### src/rtl/wb_pkg.sv
package wb_pkg;
  localparam int DW = 8;
  typedef logic [DW-1:0] wiper_t;
  typedef enum logic [1:0] {
    CH_FINE = 2'd0,
    CH_MID  = 2'd1,
    CH_WIDE = 2'd2,
    CH_NONE = 2'd3
  } chsel_e;
endpackage

### src/rtl/wb_recall.sv
module wb_recall #(
  parameter int BASE = 8
) (
  input  logic       clk,
  input  logic       rst_n,
  input  logic       supply_ok,
  input  logic [1:0] por_sel,
  output logic       recall,
  output logic       ready
);
  localparam int CW = $clog2(BASE * 8) + 1;

  logic [CW-1:0] cnt_q, cnt_d, lim;
  logic          done_d;

  assign lim    = CW'(BASE) << por_sel;
  assign recall = supply_ok && !ready && (cnt_q == lim - CW'(1));

  always_comb begin
    cnt_d  = cnt_q;
    done_d = ready;
    if (!ready) begin
      if (!supply_ok)  cnt_d = '0;
      else if (recall) done_d = 1'b1;
      else             cnt_d = cnt_q + CW'(1);
    end
  end

  always_ff @(posedge clk or negedge rst_n) begin
    if (!rst_n) begin
      cnt_q <= '0;
      ready <= 1'b0;
    end else begin
      cnt_q <= cnt_d;
      ready <= done_d;
    end
  end
endmodule

### src/rtl/wb_busy.sv
module wb_busy #(
  parameter int CYCLES = 20
) (
  input  logic clk,
  input  logic rst_n,
  input  logic start,
  output logic busy
);
  localparam int BW = $clog2(CYCLES + 1);

  logic [BW-1:0] cnt_q, cnt_d;
  logic          cnt_en;

  assign busy   = (cnt_q != '0);
  assign cnt_en = start || busy;

  always_comb begin
    if (start) cnt_d = BW'(CYCLES);
    else       cnt_d = cnt_q - BW'(1);
  end

  always_ff @(posedge clk or negedge rst_n) begin
    if (!rst_n)      cnt_q <= '0;
    else if (cnt_en) cnt_q <= cnt_d;
  end
endmodule

### src/rtl/wb_channel.sv
module wb_channel
  import wb_pkg::*;
#(
  parameter int TAPS = 64,
  parameter int PRE  = 63
) (
  input  logic            clk,
  input  logic            rst_n,
  input  logic            nv_clear_n,
  input  logic            wr_stb,
  input  logic            wr_nv,
  input  wiper_t          wr_data,
  input  logic            recall,
  output wiper_t          wcr,
  output logic [TAPS-1:0] tap_en
);
  localparam logic [DW:0] LIMIT = (DW+1)'(TAPS);
  localparam wiper_t      TOP   = DW'(TAPS - 1);

  wiper_t wr_val, wcr_nxt, shadow;
  logic   wcr_en, sh_en;

  assign wr_val = ({1'b0, wr_data} >= LIMIT) ? TOP : wr_data;
  assign wcr_en = recall || wr_stb;
  assign sh_en  = wr_stb && wr_nv;

  always_comb begin
    if (recall) wcr_nxt = shadow;
    else        wcr_nxt = wr_val;
  end

  always_ff @(posedge clk or negedge rst_n) begin
    if (!rst_n)      wcr <= DW'(PRE);
    else if (wcr_en) wcr <= wcr_nxt;
  end

  always_ff @(posedge clk or negedge nv_clear_n) begin
    if (!nv_clear_n) shadow <= '0;
    else if (sh_en)  shadow <= wr_val;
  end

  for (genvar g = 0; g < TAPS; g++) begin : g_dec
    assign tap_en[g] = (wcr == DW'(g));
  end
endmodule

### src/rtl/wiper_bank.sv
module wiper_bank
  import wb_pkg::*;
#(
  parameter int TAPS0          = 64,
  parameter int TAPS1          = 100,
  parameter int TAPS2          = 256,
  parameter int PRE0           = 63,
  parameter int PRE1           = 0,
  parameter int PRE2           = 255,
  parameter int RECALL_BASE    = 8,
  parameter int NV_BUSY_CYCLES = 20
) (
  input  logic             clk,
  input  logic             rst_n,
  input  logic             nv_clear_n,
  input  logic             supply_ok,
  input  logic [1:0]       por_sel,
  input  logic             wr_en,
  input  logic [1:0]       wr_ch,
  input  logic             wr_nv,
  input  logic [7:0]       wr_data,
  input  logic [1:0]       rd_ch,
  output logic [7:0]       rd_data,
  output logic             busy,
  output logic             ready,
  output logic [TAPS0-1:0] tap0_en,
  output logic [TAPS1-1:0] tap1_en,
  output logic [TAPS2-1:0] tap2_en
);
  logic [1:0] rs_q;
  logic       rst_i_n, recall, accept, nv_start;
  wiper_t     wcr0, wcr1, wcr2;

  always_ff @(posedge clk or negedge rst_n) begin
    if (!rst_n) rs_q <= 2'b00;
    else        rs_q <= {rs_q[0], 1'b1};
  end
  assign rst_i_n = rs_q[1];

  assign accept   = wr_en && ready && !busy && (chsel_e'(wr_ch) != CH_NONE);
  assign nv_start = accept && wr_nv;

  wb_recall #(.BASE(RECALL_BASE)) u_recall (
    .clk(clk), .rst_n(rst_i_n), .supply_ok(supply_ok), .por_sel(por_sel),
    .recall(recall), .ready(ready)
  );

  wb_busy #(.CYCLES(NV_BUSY_CYCLES)) u_busy (
    .clk(clk), .rst_n(rst_i_n), .start(nv_start), .busy(busy)
  );

  wb_channel #(.TAPS(TAPS0), .PRE(PRE0)) u_ch0 (
    .clk(clk), .rst_n(rst_i_n), .nv_clear_n(nv_clear_n),
    .wr_stb(accept && (chsel_e'(wr_ch) == CH_FINE)), .wr_nv(wr_nv),
    .wr_data(wr_data), .recall(recall), .wcr(wcr0), .tap_en(tap0_en)
  );

  wb_channel #(.TAPS(TAPS1), .PRE(PRE1)) u_ch1 (
    .clk(clk), .rst_n(rst_i_n), .nv_clear_n(nv_clear_n),
    .wr_stb(accept && (chsel_e'(wr_ch) == CH_MID)), .wr_nv(wr_nv),
    .wr_data(wr_data), .recall(recall), .wcr(wcr1), .tap_en(tap1_en)
  );

  wb_channel #(.TAPS(TAPS2), .PRE(PRE2)) u_ch2 (
    .clk(clk), .rst_n(rst_i_n), .nv_clear_n(nv_clear_n),
    .wr_stb(accept && (chsel_e'(wr_ch) == CH_WIDE)), .wr_nv(wr_nv),
    .wr_data(wr_data), .recall(recall), .wcr(wcr2), .tap_en(tap2_en)
  );

  always_comb begin
    case (chsel_e'(rd_ch))
      CH_FINE: rd_data = wcr0;
      CH_MID:  rd_data = wcr1;
      CH_WIDE: rd_data = wcr2;
      default: rd_data = '0;
    endcase
  end
endmodule

### config.mk
export PLATFORM = sky130hd
export DESIGN_NAME = wiper_bank
export DESIGN_NICKNAME = d
export VERILOG_FILES = /design/src/rtl/wb_pkg.sv /design/src/rtl/wb_recall.sv /design/src/rtl/wb_busy.sv /design/src/rtl/wb_channel.sv /design/src/rtl/wiper_bank.sv
export SDC_FILE = /design/constraint.sdc
export NUM_CORES = 1
export LEC_CHECK = 0
export CORE_AREA = 2 2 173 175
export CTS_BUF_LIST = sky130_fd_sc_hd__clkbuf_16
export CTS_CLUSTER_DIAMETER = 120
export DETAILED_ROUTE_END_ITERATION = 10
export DIE_AREA = 0 0 175 177
export GPL_TIMING_DRIVEN = 0
export MAX_ROUTING_LAYER = met4
export SETUP_SLACK_MARGIN = 0.2
export SLEW_MARGIN = 25
export SYNTH_ARGS = -nofsm -noshare
export SYNTH_HDL_FRONTEND = slang
export SYNTH_SLANG_ARGS = --single-unit
### constraint.sdc
create_clock -name clk -period 3.5 [get_ports clk]
set_clock_uncertainty 0.05 [all_clocks]
set_input_delay 0.7 -clock clk [delete_from_list [all_inputs] [get_ports clk]]
set_output_delay 0.7 -clock clk [all_outputs]
set_load 0.005 [all_outputs]
==> reports/qor.csv <==
metric,value,unit
hold_class,reg -> async,
clk_latency,0.32,ns
synth_area_per_cell,5.923,sq um
die_h,177,microns
p_leak,3.686,nW
grt_max_degree,27,
timing.hold.ws,0.1134,ns
power,2.061,mW
period_share,94.40,%
ys_async_sr_fraction,100.0,%
cts.path.max_buffers,2,
drive_above_1_share,9.057,%
drv_slew,0,
dr_total_vias,7905,
relSlewSlack,60.36,%
antenna_found_initial,0,
tns,0,ns
syn2layout_area_growth,105.6,%
finalWirelength,32310,microns
maxCapViolations,0,
critPathSlowestCell,dfstp_4,
synthCells,891,
yosys_warnings,0,
cp_max_fo,10,
grt-ovfl-total,0,
avgViaCountPerCell,4.522,
cts_root_buf,clkbuf_16,
path_clk_slew,0.05,ns
endpoint_kind,output port,
syn_nets,913,
worst_path_largest_cell_delay,0.71,ns
utilization,37.11,%
grt_pass1_vias,7076,
nets,1375,
cts.sinks,63,
fmax,0.3027,GHz
gp_congestion,0.8752,
holdBufCountCts,0,
synth_cell_types,39,
drt_iter0_markers,511,
start_kind,flip-flop,
synth_edf_count,0,
worstPathArrival,2.55,ns
dp_hpwl,25790,microns
synth_area_leaders,"nor2_1 32%, dfrtp_1 23%, nand2_1 7.8%",
grt_use_total,19.99,%
critPathTopFamily,buffers and inverters,
final_area,10850,sq um
final_cell_mix,"449 x nor2_1, 445 x clkdlybuf4s50_1, 100 x nand2_1",
powerDensity,189.9,nW/um^2
synth-seq-area-share,30.20,%
wl_per_cell,18.48,microns
numCtsBuffers,9,
cp.required,2.75,ns
num_rows,63,
status,completed,
synth_seq_cells,63,
hold_violations,0,
first_pass_iters,5,
min_period,3.304,ns
ant_nets,0,
io_pins,450,
layout_commonest_cell,nor2_1,
io_buffer_count,448,
synth_top_area_share,32.01,%
tightestPinTransition,0.5946,ns
grt_pass1_wl,46200,microns
synth_flop_cell,dfrtp_1,
n_antenna_cell,0,
cts_max_level,3,
dieArea,30980,sq um
initial_core_util,18.05,%
worstPathCellList,nor2b_4 -> nand3_2 -> buf_4 -> nor2_2 -> clkdlybuf4s50_1,
fp.coreArea,29240,sq um
drc,0,
netlist_area,5278,sq um
cts_tree,yes,
crit_buf_inv,2,
placed_area,10270,sq um
rsz0062_at_grt,yes,
die_w,175,microns
n_fill_cell,3083,
setup_viol,0,
ir_worst_vdd,356.5,uV
synth_top_area_cell,nor2_1,
critical_path_class,reg -> out,
-- logic make-up after synthesis --
logic type	count (synthesis)	share of synthesized area, %
mux	28	5.571
fa+ha+maj	2	0.4741
buf+inv	77	5.571
xor+xnor	1	0.1660
other cells	1	0.07106
compound gates	74	7.539
simple gates	645	50.40
flops	63	30.20
-- metal layers --
layer / part of all wire, % / global-route usage [%]
met3: 5.9 / 3.286
met1: 46 / 27.24
met5: 0 / -
met2: 47 / 31.29
met4: 1.4 / 4.063
-- report_power, final --
| group | total (mW) | switching (mW) | internal [mW] | leakage (nW) |
|---|---|---|---|---|
| clock | 0.918 | 0.306 | 0.612 | 0.157 |
| sequential | 0.823 | 0.0500 | 0.773 | 0.817 |
| combinational | 0.320 | 0.191 | 0.129 | 2.71 |
| total | 2.06 | 0.547 | 1.51 | 3.69 |
-- cells in the mapped netlist (3+ instances only) --
master    number
and2_1         4
buf_2          4
nand2_1      109
mux2_2        11
nor2b_1       21
mux2i_1       17
nor2_1       450
clkbuf_1      69
o21ai_0       55
nor3_1         5
a21oi_1       11
nand2b_1       3
inv_1          3
nand3b_1       3
nand3_1       28
dfstp_2       14
a32oi_1        3
nand4_1        6
dfrtp_1       49
-- cell type report --
cell class                      instances  area [sq um]  share of cell area (%)
Tap cell                              390         488.0                   4.496
Timing Repair Buffer                  460          4583                   42.23
Buffer                                 64         307.8                   2.836
Clock inverter                          7         82.58                  0.7609
Sequential cell                        63          1614                   14.87
Clock buffer                            9         225.2                   2.075
Inverter                                4         15.01                  0.1383
Multi-Input combinational cell        751          3537                   32.59
-- stage by stage --
| step | setup slack (ns) | instances |
|---|---|---|
| 2_1_floorplan | 1.199 | 891 |
| 3_3_place_gp | -0.2416 | 1729 |
| 3_5_place_dp | -0.2000 | 1730 |
| 4_1_cts | 0.05844 | 1738 |
| 5_1_grt | 0.1546 | 1748 |
| 6_report | 0.1961 | 1748 |
-- repair_timing --
item / 4_1_cts / 5_1_grt
buffers inserted: 0 / 11
setup endpoints to repair: 256 / 236
pin swaps: 0 / 1
resized for setup: 51 / 52
-- worst paths after layout --
check | slack (ns) | startpoint | end | depth (start not counted)
setup / recovery | 0.20 | u_ch2.wcr[3] | tap2_en[190] | 5
hold / removal | 0.11 | rs_q[1] | u_busy.cnt_q[3] | 0
setup reg to reg | 1.14 | u_busy.cnt_q[0] | u_ch2.shadow[3] | 6
hold reg to reg | 0.11 | rs_q[1] | u_busy.cnt_q[3] | 0
max in group asynchronous | 2.70 | nv_clear_n | u_ch0.shadow[4] | 1
min in group clk | 0.31 | rs_q[0] | rs_q[1] | 0
-- registers in the layout, summed over array words and instances (netlist names) --
register	flops
u_ch1.shadow	8
rs_q	2
u_ch2.wcr	8
u_recall.cnt_q	7
u_busy.cnt_q	5
u_recall.ready	1
u_ch0.shadow	8
u_ch0.wcr	8
u_ch1.wcr	8
u_ch2.shadow	8
(Power assumes the default switching activity.)
